File: src/rtl/sar_arith_pkg.sv
package sar_arith_pkg;
  typedef enum logic [1:0] {
    ST_OUT   = 2'd0,
    ST_SETUP = 2'd1,
    ST_CONV  = 2'd2
  } seq_state_e;
endpackage

File: src/rtl/sar_ctrl.sv
// Phase sequencer: output state, one setup cycle, discharge slot, ZW trials.
module sar_ctrl #(
  parameter int ZW = 8,
  localparam int CW = $clog2(ZW + 1)
) (
  input  logic          clk,
  input  logic          rst_n,
  input  logic          start,
  output logic          ready,
  output logic          ph_setup,
  output logic          ph_dis,
  output logic          ph_trial,
  output logic [CW-1:0] slot,
  output logic          done
);
  import sar_arith_pkg::*;

  seq_state_e state_q;
  logic       last_slot;

  assign last_slot = (slot == CW'(ZW));

  always_ff @(posedge clk or negedge rst_n) begin
    if (!rst_n) begin
      state_q <= ST_OUT;
      slot    <= '0;
      done    <= 1'b0;
    end else begin
      done <= 1'b0;
      unique case (state_q)
        ST_OUT: begin
          if (start) begin
            state_q <= ST_SETUP;
            slot    <= '0;
          end
        end
        ST_SETUP: begin
          state_q <= ST_CONV;
          slot    <= '0;
        end
        ST_CONV: begin
          if (last_slot) begin
            state_q <= ST_OUT;
            slot    <= '0;
            done    <= 1'b1;
          end else begin
            slot <= slot + CW'(1);
          end
        end
        default: state_q <= ST_OUT;
      endcase
    end
  end

  assign ready    = (state_q == ST_OUT);
  assign ph_setup = (state_q == ST_SETUP);
  assign ph_dis   = (state_q == ST_CONV) && (slot == '0);
  assign ph_trial = (state_q == ST_CONV) && (slot != '0);
endmodule

File: src/rtl/sar_operand_latch.sv
// Operand capture, sign and divisor normalization check.
module sar_operand_latch #(
  parameter int XW = 4,
  parameter int YW = 4
) (
  input  logic          clk,
  input  logic          rst_n,
  input  logic          fire,
  input  logic          div_in,
  input  logic [XW-1:0] x_in,
  input  logic          x_neg_in,
  input  logic [YW-1:0] y_in,
  input  logic          y_neg_in,
  output logic          start,
  output logic [XW-1:0] x_q,
  output logic [YW-1:0] y_q,
  output logic          div_q,
  output logic          neg_q,
  output logic          err_q
);
  logic bad;

  assign bad   = div_in && !y_in[YW-1];
  assign start = fire && !bad;

  always_ff @(posedge clk or negedge rst_n) begin
    if (!rst_n) begin
      x_q   <= '0;
      y_q   <= '0;
      div_q <= 1'b0;
      neg_q <= 1'b0;
      err_q <= 1'b0;
    end else if (fire) begin
      err_q <= bad;
      if (!bad) begin
        x_q   <= x_in;
        y_q   <= y_in;
        div_q <= div_in;
        neg_q <= x_neg_in ^ y_neg_in;
      end
    end
  end
endmodule

File: src/rtl/sar_result_reg.sv
// Successive-approximation result register with one-hot trial mask.
module sar_result_reg #(
  parameter int ZW = 8,
  localparam int CW = $clog2(ZW + 1)
) (
  input  logic          clk,
  input  logic          rst_n,
  input  logic          clear,
  input  logic          trial_en,
  input  logic [CW-1:0] slot,
  input  logic          cmp_pos,
  output logic [ZW-1:0] z_q,
  output logic [ZW-1:0] trial_mask,
  output logic [ZW-1:0] trial_word
);
  // slot k (1..ZW) tests bit ZW-k, MSB first
  for (genvar i = 0; i < ZW; i++) begin : g_mask
    assign trial_mask[i] = trial_en && (slot == CW'(ZW - i));
  end

  assign trial_word = z_q | trial_mask;

  always_ff @(posedge clk or negedge rst_n) begin
    if (!rst_n) begin
      z_q <= '0;
    end else if (clear) begin
      z_q <= '0;
    end else if (trial_en) begin
      z_q <= (z_q & ~trial_mask) | (cmp_pos ? trial_mask : '0);
    end
  end
endmodule

File: src/rtl/sar_arith_seq.sv
// Top: sequencer for a charge-balancing multiplier/divider.
module sar_arith_seq #(
  parameter int XW = 4,
  parameter int YW = 4,
  localparam int ZW = XW + YW
) (
  input  logic          clk,
  input  logic          rst_n,
  input  logic          req_valid,
  output logic          req_ready,
  input  logic          req_div,
  input  logic [XW-1:0] x_mag,
  input  logic          x_neg,
  input  logic [YW-1:0] y_mag,
  input  logic          y_neg,
  input  logic          cmp_pos,
  output logic          ph_setup,
  output logic          ph_dis,
  output logic          ph_trial,
  output logic [ZW-1:0] trial_mask,
  output logic [XW-1:0] arr_hi,
  output logic [YW-1:0] arr_lo,
  output logic [XW-1:0] op_x_code,
  output logic [YW-1:0] op_y_code,
  output logic          op_div,
  output logic [ZW-1:0] z,
  output logic          z_neg,
  output logic          done,
  output logic          err
);
  localparam int CW = $clog2(ZW + 1);

  logic          fire;
  logic          start;
  logic [CW-1:0] slot;
  logic [ZW-1:0] trial_word;

  assign fire = req_valid && req_ready;

  sar_operand_latch #(.XW(XW), .YW(YW)) u_ops (
    .clk      (clk),
    .rst_n    (rst_n),
    .fire     (fire),
    .div_in   (req_div),
    .x_in     (x_mag),
    .x_neg_in (x_neg),
    .y_in     (y_mag),
    .y_neg_in (y_neg),
    .start    (start),
    .x_q      (op_x_code),
    .y_q      (op_y_code),
    .div_q    (op_div),
    .neg_q    (z_neg),
    .err_q    (err)
  );

  sar_ctrl #(.ZW(ZW)) u_ctrl (
    .clk      (clk),
    .rst_n    (rst_n),
    .start    (start),
    .ready    (req_ready),
    .ph_setup (ph_setup),
    .ph_dis   (ph_dis),
    .ph_trial (ph_trial),
    .slot     (slot),
    .done     (done)
  );

  sar_result_reg #(.ZW(ZW)) u_res (
    .clk        (clk),
    .rst_n      (rst_n),
    .clear      (start),
    .trial_en   (ph_trial),
    .slot       (slot),
    .cmp_pos    (cmp_pos),
    .z_q        (z),
    .trial_mask (trial_mask),
    .trial_word (trial_word)
  );

  assign arr_hi = trial_word[ZW-1 -: XW];
  assign arr_lo = trial_word[YW-1:0];
endmodule

File: config.mk
export PLATFORM = sky130hd
export DESIGN_NAME = sar_arith_seq
export DESIGN_NICKNAME = d
export VERILOG_FILES = /design/src/rtl/sar_arith_pkg.sv /design/src/rtl/sar_ctrl.sv /design/src/rtl/sar_operand_latch.sv /design/src/rtl/sar_result_reg.sv /design/src/rtl/sar_arith_seq.sv
export SDC_FILE = /design/constraint.sdc
export NUM_CORES = 1
export LEC_CHECK = 0
export ABC_AREA = 1
export ABC_CLOCK_PERIOD_IN_PS = 3300
export BUFFER_PORTS_ARGS = -buffer_cell sky130_fd_sc_hd__buf_2
export CORE_MARGIN = 2
export CORE_UTILIZATION = 46
export DETAILED_ROUTE_END_ITERATION = 10
export PLACE_DENSITY = 0.76
export SYNTH_ARGS = -nofsm -noshare
export SYNTH_HDL_FRONTEND = slang
export SYNTH_HIERARCHICAL = 1
export SYNTH_SLANG_ARGS = --single-unit
File: constraint.sdc
create_clock -name clk -period 3.3 [get_ports clk]
set_input_delay 0.66 -clock clk [delete_from_list [all_inputs] [get_ports clk]]
set_output_delay 0.66 -clock clk [all_outputs]
set_load 0.03 [all_outputs]
## Word-level counts from Yosys, hierarchy flattened

Index checks and enable logic that the tools add are counted.

| cells by class | value |
|---|---|
| $add $sub $neg | 1 |
| multiply operators | 0 |
| divide/modulo/power cells | 0 |
| magnitude comparators | 0 |
| eq/ne operators | 12 |
| shifts and indexed selects | 0 |
| muxes and demuxes | 11 |
| bitwise operators | 6 |
| reductions and logical operators | 23 |

Operators by type and width:

| kind | number |
|---|---|
| 2-to-1 mux 8 bit | 3 |
| == test 4 x 3 -> 1 bit (second input constant) | 4 |
| bitwise OR 8 bit | 2 |
| logical AND 1 bit | 13 |
| one-hot mux 4 bit (3 select lines) | 1 |
| bitwise AND 8 bit | 1 |
| == test 4 x 2 -> 1 bit (second input constant) | 2 |
| 2-to-1 mux 4 bit | 2 |
| NOT 8 bit | 1 |
| one-hot mux 2 bit (3 select lines) | 1 |
| AND reduction 2 bit | 3 |
| adder 4 x 1 -> 4 bit (second input constant) | 1 |
| == test 4 x 1 -> 1 bit (second input constant) | 1 |
| == test 4 bit (second input constant) | 1 |
| zero test 4 bit | 1 |
| 2-to-1 mux 2 bit | 2 |
| inequality test 2 x 1 -> 1 bit (second input constant) | 2 |
| nonzero test 4 bit | 1 |
| nonzero test 3 bit | 1 |
| == test 2 x 1 -> 1 bit (second input constant) | 1 |
| == test 2 bit (second input constant) | 1 |
| zero test 1 bit | 2 |
| zero test 2 bit | 1 |
| 2-to-1 mux 1 bit | 2 |
| 3 further kinds | 3 |

| word-level totals | value |
|---|---|
| flip-flop bits (word level) | 26 |
| bits in latches | 0 |
| memory bits (writable) | 0 |
| ROM bits | 0 |
| input bits | 15 |
| output and inout bits | 40 |
| memories | 0 |

## Depth between registers and ports, before layout

Gate-level depths: netlist (run 1).

| logic depth | value |
|---|---|
| depth after elaboration | 8 |
| depth in mapped cells | 10 |
| mapped depth without buffers | 10 |

## Modules after synthesis

The synthesis (run 1) kept the hierarchy.

Modules (own cells, without submodules):

| module | times used | cells each | area an instance (µm²) | sequential area each (µm²) |
|---|---|---|---|---|
| sar_result_reg | 1 | 71 | 508.0 | 200.2 |
| sar_operand_latch | 1 | 54 | 475.5 | 275.3 |
| sar_ctrl | 1 | 49 | 395.4 | 175.2 |
| sar_arith_seq | 1 | 2 | 7.5 | 0.0 |

## Least setup slack after synthesis (run 1)

No wires, ideal clock.

| timing | value |
|---|---|
| path kind | reg-to-output |
| start | register u_ctrl.slot[0] |
| end | output arr_hi[0] |
| arrival time | 2.260 ns |
| required time | 2.640 ns |
| slack | 0.380 ns |
| cell stages (with the launch flop) | 7 |
| path buffers | 0 |
| path through | dfrtp_1 > clkinv_2 > ha_1 > a31oi_2 > nand3_4 > nor2_2 > or2_1 |

| on the way | value |
|---|---|
| cells in the longest elaborated chain, start to end | 4 |
| elaborated cells between the ends (all ways) | 5 |

RTL lines:

| what | line | text |
|---|---|---|
| start, declared | sar_ctrl.sv:13 | `output logic [CW-1:0] slot,` |
| start signal, assigned | sar_ctrl.sv:47 | `slot <= slot + CW'(1);` |
| nonzero test 4 bit | sar_ctrl.sv:58 | `assign ph_trial = (state_q == ST_CONV) && (slot != '0);` |
| logical AND 1 bit | sar_ctrl.sv:58 |  |
| net ph_trial | sar_arith_seq.sv:19 | `output logic ph_trial,` |
| logical AND 1 bit | sar_result_reg.sv:18 | `assign trial_mask[i] = trial_en && (slot == CW'(ZW - i));` |
| net trial_mask[4] | sar_arith_seq.sv:20 | `output logic [ZW-1:0] trial_mask,` |
| bitwise OR 8 bit | sar_result_reg.sv:21 | `assign trial_word = z_q \| trial_mask;` |
| end, declared | sar_arith_seq.sv:21 | `output logic [XW-1:0] arr_hi,` |

The timed path passes the listed nets, and every way through them passes these cells.

## Final worst setup path (run 1)

| timing | value |
|---|---|
| start | register u_ctrl.slot[0] |
| end | output arr_lo[0] |

| on the way | value |
|---|---|
| cells in the longest elaborated chain, start to end | 4 |
| elaborated cells between the ends (all ways) | 5 |

RTL lines:

| what | line | text |
|---|---|---|
| nonzero test 4 bit | sar_ctrl.sv:58 |  |
| logical AND 1 bit | sar_ctrl.sv:58 |  |
| logical AND 1 bit (*) | sar_result_reg.sv:18 |  |
| bitwise OR 8 bit (*) | sar_result_reg.sv:21 |  |
| end, declared | sar_arith_seq.sv:22 | `output logic [YW-1:0] arr_lo,` |

Mark *: on every way between the ends. The rest lies on a longest branch, timed or not.

==> reports/summary.txt, run 1 <==
Die Area: 0.003469 mm²
Synth Register Bits: 26
Leakage: 0.001026 µW
Max Cap Violations: 0
Ys flop type: dfrtp_1
CTS resizes: 0
Pre-CTS setup slack: 720.4 ps
Vias per inst: 4.962
DPL Wire Length: 2.120 mm
Final WL: 2.796 mm
Reg2Reg Launch Point: u_ctrl/state_q[0]
# setup viols final: 0
Routed wire length per instance: 10.67 µm
CTS Hold Bufs: 0
Post-synthesis net count: 193
CTS root buffer: clkbuf_4
RSZ-0062 raised after global routing: no
Worst slew margin: 0.6140
First-pass GRT wire length: 4.740 mm
Outcome: finished with violations
Post-Synthesis Cells: 176
Worst R2R Setup Slack: 1260 ps
Core Rows: 19
Worst path required time: 2640 ps
Yosys warns: 6
Largest net degree at the start of global routing: 27
Area of the core: 0.002805 mm²
EDFF count, synth: 0
Clk buf depth: 2
CTS clk-pin slew, worst paths: 140 ps
FMAX: 0.3357 GHz
Int Pwr: 768.8 µW
Yosys top cell by area: dfrtp_1
Nets@finish: 249
Failing checks: DRC
Critical path peak fanout: 10
P&R area growth vs syn: 24.64%
Clk pwr share: 0.139
Post-synthesis area per instance: 7.877 µm²
Placed inst area: 0.001675 mm²
Slew Viols, Final: 0
Layout Skew: 2.641 ps
Combinational power share: 0.520
Share of cells above drive strength 1: 0.3506
Worst Hold Class: input pin to async pin
Tcrit/Tclk final: 0.9026
GRT Residual Overflow: 0
CTS Buf Count: 3
Setup crit end kind: primary output
Layout Utilization: 0.6160
Antenna Violating Nets Remaining: 0
Flop pwr share: 0.341
# DRC: 6
CP Class: flip-flop to primary output
Clk_lat worst skew: 310 ps
Die Span Y: 58.90 µm
Most common cell in the synthesized netlist: nand2_1
Final WS setup: 321.3 ps
Switching power: 757.4 µW
CTS tree: done
# clock sinks: 26
Actual slew at the worst max-slew pin: 579.0 ps
Num ports: 55
Top cells by area, synth: dfrtp_1 47%, nand2_1 14%, nand3_1 7.6%
N_diodes: 0
Post-Layout Inst Area: 0.001728 mm²
Post-synth top cells: 50 x nand2_1, 26 x dfrtp_1, 21 x nand3_1
Worst Path Arrival: 2320 ps
GR Util All Layers: 0.1743
Distinct cells, synth: 26
Startpoint Class: flip-flop
Switching Share: 0.4963
Syn Std Cell Area: 0.001386 mm²
Vias in the first global route: 1120
Reg2Reg Depth: 10
Die Span X: 58.90 µm
Gp weighted congestion: 0.7544
Initial Utilization: 0.4942
Initial antenna violation count: 0
Synth top area share: 0.4693
Fin Setup TNS: 0 ps
H-tree depth: 1
DR pass1 iterations: 7
P per Cell Area: 883.3 mW/mm²
Post-synthesis sequential area ratio: 0.4693
First-iteration detailed-routing DRC count: 51
FFs w/ async S/R, synth: 1.000
Via count: 1300
Port buffer count: 54
Post-CTS Setup Bufs: 0
Crit path time final: 2979 ps
Crit Reg-Reg Endpoint: u_ctrl/slot[0]
Final hold violations: 0
Max VDD drop: 0.4014 mV
==> area by class of cell <==
cell class	instances	area, µm²
well taps	31	38.79
clock buffers	3	22.52
inverters	23	87.58
flip-flops and latches	26	650.6
repair buffers	54	270.3
fillers	255	1077
multi-input cells	124	628.1
clock inverters	1	30.03
==> power groups by stage <==
stage | registers, µW | logic, µW | clock network, µW
floorplan | 676 | 440 | 0
global placement | 525 | 787 | 0
detailed placement | 529 | 795 | 0
CTS | 521 | 800 | 221
global route | 543 | 870 | 238
finish | 521 | 794 | 212
==> worst max-delay path: stages (launching register included) <==
cell	delay (ps)
dfrtp_1	540
clkinv_2	100
ha_1	250
a31oi_2	410
inv_1	80
nor2_1	160
nand3_1	130
inv_2	70
or2_1	80
buf_2	180
==> flip-flops by register name, indices dropped and copies added, names as in the netlist <==
signal / cells
u_ops/div_q: 1
u_ops/y_q: 4
u_ops/neg_q: 1
u_ops/x_q: 4
u_ctrl/state_q: 2
u_res/z_q: 8
u_ctrl/done: 1
u_ctrl/slot: 4
u_ops/err_q: 1
==> through the flow <==
step | hold WS [ps] | instances | total power (µW)
floorplan | 364.4 | 176 | 1116
CTS | 333.5 | 262 | 1542
global placement | 450.9 | 258 | 1312
detailed placement | 453.5 | 258 | 1324
global route | 337.0 | 262 | 1651
finish | 316.6 | 262 | 1526
==> cell families after synthesis <==
kind of cell / share of synthesized area
AO/OA/AOI/OAI: 0.06949
XOR/XNOR: 0.006319
adder cells (fa/ha/maj): 0.01805
buffers and inverters: 0.07761
flip-flops: 0.4693
AND/OR/NAND/NOR: 0.3592
==> worst max-delay path by stage <==
| stage | startpoint | endpoint | depth (start not counted) |
|---|---|---|---|
| floorplan | u_ctrl/slot[0] | arr_hi[0] | 6 |
| global placement | u_ctrl/slot[0] | arr_lo[0] | 9 |
| detailed placement | u_ctrl/slot[0] | arr_lo[0] | 9 |
| CTS | u_ctrl/slot[0] | arr_lo[0] | 9 |
| global route | u_ctrl/slot[0] | arr_lo[0] | 9 |
| finish | u_ctrl/slot[0] | arr_lo[0] | 9 |
==> cell usage in the layout (no fill, tap or decap) <==
cell | synthesis | routed
nand3_1 | 21 | 21
nor2_4 | 1 | 1
nor2_2 | 4 | 4
inv_2 | 10 | 10
a31oi_2 | 1 | 1
xor2_1 | 1 | 1
nand2_1 | 50 | 50
clkbuf_4 | 0 | 3
bufinv_16 | 0 | 1
nand3_2 | 1 | 1
buf_2 | 0 | 54
o21ai_0 | 6 | 6
nor2_1 | 12 | 12
inv_1 | 12 | 12
nor3_1 | 1 | 1
o21ai_1 | 1 | 1
a21oi_2 | 1 | 1
nand2_4 | 2 | 2
nand4_1 | 2 | 2
nand2_2 | 1 | 1
ha_1 | 2 | 2
a21oi_1 | 8 | 8
or2_1 | 8 | 8
clkinv_2 | 1 | 1
dfrtp_1 | 26 | 26
nand3_4 | 1 | 1
==> per-layer routing <==
metal | share of wire | vias up | GRT usage
li1 | - | 670 | -
met1 | 0.48 | 586 | 0.2447
met2 | 0.45 | 38 | 0.2794
met3 | 0.054 | 6 | 0.02857
met4 | 0.014 | 0 | 0.04870
met5 | 0 | - | 0
No activity file was read; power rests on OpenSTA's default activity.
==> run 2, diff against run 1 <==
--- a/config.mk
+++ b/config.mk
@@ -10,6 +10,7 @@
 export BUFFER_PORTS_ARGS = -buffer_cell sky130_fd_sc_hd__buf_2
 export CORE_MARGIN = 2
 export CORE_UTILIZATION = 46
+export CTS_BUF_LIST = sky130_fd_sc_hd__clkbuf_16
 export DETAILED_ROUTE_END_ITERATION = 10
 export PLACE_DENSITY = 0.76
 export SYNTH_ARGS = -nofsm -noshare
==> run 2 against run 1 <==
Against the previous run:
- the flow still finishes with violations (DRC)
- die area unchanged
- maximum frequency grew 1.1%
- critical path depth stayed put
- largest cell class unchanged
==> reports/summary.txt, run 2 (synthesis results as in run 1) <==
Initial antenna violation count: 0 (unchanged)
Actual slew at the worst max-slew pin: 559.2 ps (-19.85 ps)
Max reg flops: 8 (unchanged)
DPL Wire Length: 2.120 mm (unchanged)
Worst Path Arrival: 2290 ps (-30 ps)
DR pass1 iterations: 7 (unchanged)
GRT Residual Overflow: 0 (unchanged)
Routed wire length per instance: 10.81 µm (+1.3%)
Worst Hold Class: input pin to async pin
GR Util All Layers: 0.1748 (+0.0004623)
Initial Utilization: 0.4942 (unchanged)
Clk_lat worst skew: 250 ps (-60 ps)
N_diodes: 0 (unchanged)
Share of cells above drive strength 1: 0.3506 (unchanged)
Die Area: 0.003469 mm² (unchanged)
Via count: 1295 (-0.38%)
First-iteration detailed-routing DRC count: 56 (+9.8%)
Final WL: 2.831 mm (+1.3%)
Antenna Violating Nets Remaining: 0 (unchanged)
# clock sinks: 26 (unchanged)
Switching power: 771.6 µW (+1.9%)
P&R area growth vs syn: 28.43%
Fin cells: 262 (unchanged)
Largest stage delay on the critical path: 510 ps (-30 ps)
# setup viols final: 0 (unchanged)
CP Class: flip-flop to primary output
CTS Hold Bufs: 0 (unchanged)
# DRC: 6 (unchanged)
CTS resizes: 0 (unchanged)
Slew Viols, Final: 0 (unchanged)
Most frequent cells in the layout: 54 x buf_2, 50 x nand2_1, 26 x dfrtp_1, 21 x nand3_1
H-tree depth: 1 (unchanged)
Max VDD drop: 0.4231 mV (+5.4%)
Num ports: 55 (unchanged)
Final hold violations: 0 (unchanged)
Largest Register: u_res/z_q
CTS root buffer: clkbuf_16
Port buffer count: 54 (unchanged)
Critical path peak fanout: 10 (unchanged)
Setup crit end kind: primary output
Startpoint Class: flip-flop
P per Cell Area: 932.4 mW/mm² (+5.6%)
Worst slew margin: 0.6272 (+0.01323)
Core Rows: 19 (unchanged)
Worst path required time: 2640 ps (about the same)
Power, Total: 1660 µW (+8.8%)
Fin Setup TNS: 0 ps (unchanged)
Clk pwr share: 0.206 (+0.067)
Int Pwr: 888.6 µW (+16%)
Switching Share: 0.4648 (-0.03153)
Layout Skew: 2.406 ps (-0.2350 ps)
CTS clk-pin slew, worst paths: 60 ps (-80 ps)
Vias in the first global route: 1117 (-0.27%)
Dpl cells: 258 (unchanged)
CP cell instances: clkinv_2 > ha_1 > a31oi_2 > inv_1 > nor2_1 > nand3_1 > inv_2 > or2_1 > buf_2
Largest net degree at the start of global routing: 27 (unchanged)
Tcrit/Tclk final: 0.8928 (-0.009875)
Commonest non-fill, non-tap cell in the layout: buf_2
FMAX: 0.3394 GHz (+1.1%)
Die Span X: 58.90 µm (unchanged)
Nets@finish: 249 (unchanged)
Crit path time final: 2946 ps (-32.59 ps)
Failing checks: DRC
Clk buf depth: 2 (unchanged)
Combinational power share: 0.479 (-0.041)
Area of the core: 0.002805 mm² (unchanged)
Max Cap Violations: 0 (unchanged)
CTS Buf Count: 3 (unchanged)
CP max stage cell: dfrtp_1
Vias per inst: 4.943 (-0.38%)
RSZ-0062 raised after global routing: no
Die Span Y: 58.90 µm (unchanged)
Leakage: 0.001049 µW (+2.3%)
Flop pwr share: 0.315 (-0.026)
Gp weighted congestion: 0.7544 (unchanged)
Outcome: finished with violations
Post-CTS Setup Bufs: 0 (unchanged)
CTS tree: done
First-pass GRT wire length: 4.719 mm (-0.44%)
## run 2: cell counts in the layout (fill, tap and decap cells not counted)
No cell type changed its count.
## run 2: power groups by stage
stage	combinational [µW]	sequential, µW	clock [µW]
finish	795	524	342
global route	870	544	365
CTS	800	523	351
detailed placement	795	529	0
global placement	787	525	0
floorplan	440	676	0
## run 2: stage by stage
step | worst slack (ps) | area [µm²] | hold slack, ps | utilization
finish | 353.9 | 1780 | 390.1 | 0.6347
global placement | 799.0 | 1675 | 450.9 | 0.5972
floorplan | 380.3 | 1386 | 364.4 | -
CTS | 396.9 | 1780 | 417.6 | 0.6347
detailed placement | 720.4 | 1675 | 453.5 | 0.5972
global route | 259.0 | 1780 | 441.1 | 0.6347
## run 2: area by class of cell
| type | count | area, µm² |
|---|---|---|
| repair buffers | 54 | 270.3 |
| clock buffers | 3 | 75.07 |
| multi-input cells | 124 | 628.1 |
| clock inverters | 1 | 30.03 |
| flip-flops and latches | 26 | 650.6 |
| well taps | 31 | 38.79 |
| fillers | 243 | 1025 |
| inverters | 23 | 87.58 |
## run 2: worst paths after layout
path	start	to	slack, ps	depth (start not counted)
hold reg to reg	u_ops/x_q[0]	u_ops/x_q[0]	470	2
max in group asynchronous	rst_n	u_ops/x_q[0]	2530	1
setup reg to reg	u_ctrl/state_q[0]	u_ctrl/slot[1]	1280	10
min in group clk	u_ops/x_q[0]	u_ops/x_q[0]	470	2
setup / recovery	u_ctrl/slot[0]	arr_lo[0]	350	9
hold / removal	rst_n	u_ctrl/state_q[1]	390	1
## run 2: worst max-delay path, delay by kind of cell (launching register included)
| family | cells | cell delay (ps) |
|---|---|---|
| AND/OR/NAND/NOR | 3 | 400 |
| AO/OA/AOI/OAI | 1 | 420 |
| buffers and inverters | 4 | 440 |
| flip-flops | 1 | 510 |
| adder cells (fa/ha/maj) | 1 | 250 |
## run 2: routing by layer
metal / share of wire / GRT usage / routed length (µm) / vias to the layer above
met5: 0 / 0 / 0 / -
met1: 0.47 / 0.2433 / 1340 / 582
met2: 0.45 / 0.2778 / 1284 / 41
met3: 0.057 / 0.02857 / 162 / 6
met4: 0.015 / 0.05844 / 43 / 0
li1: - / - / - / 666
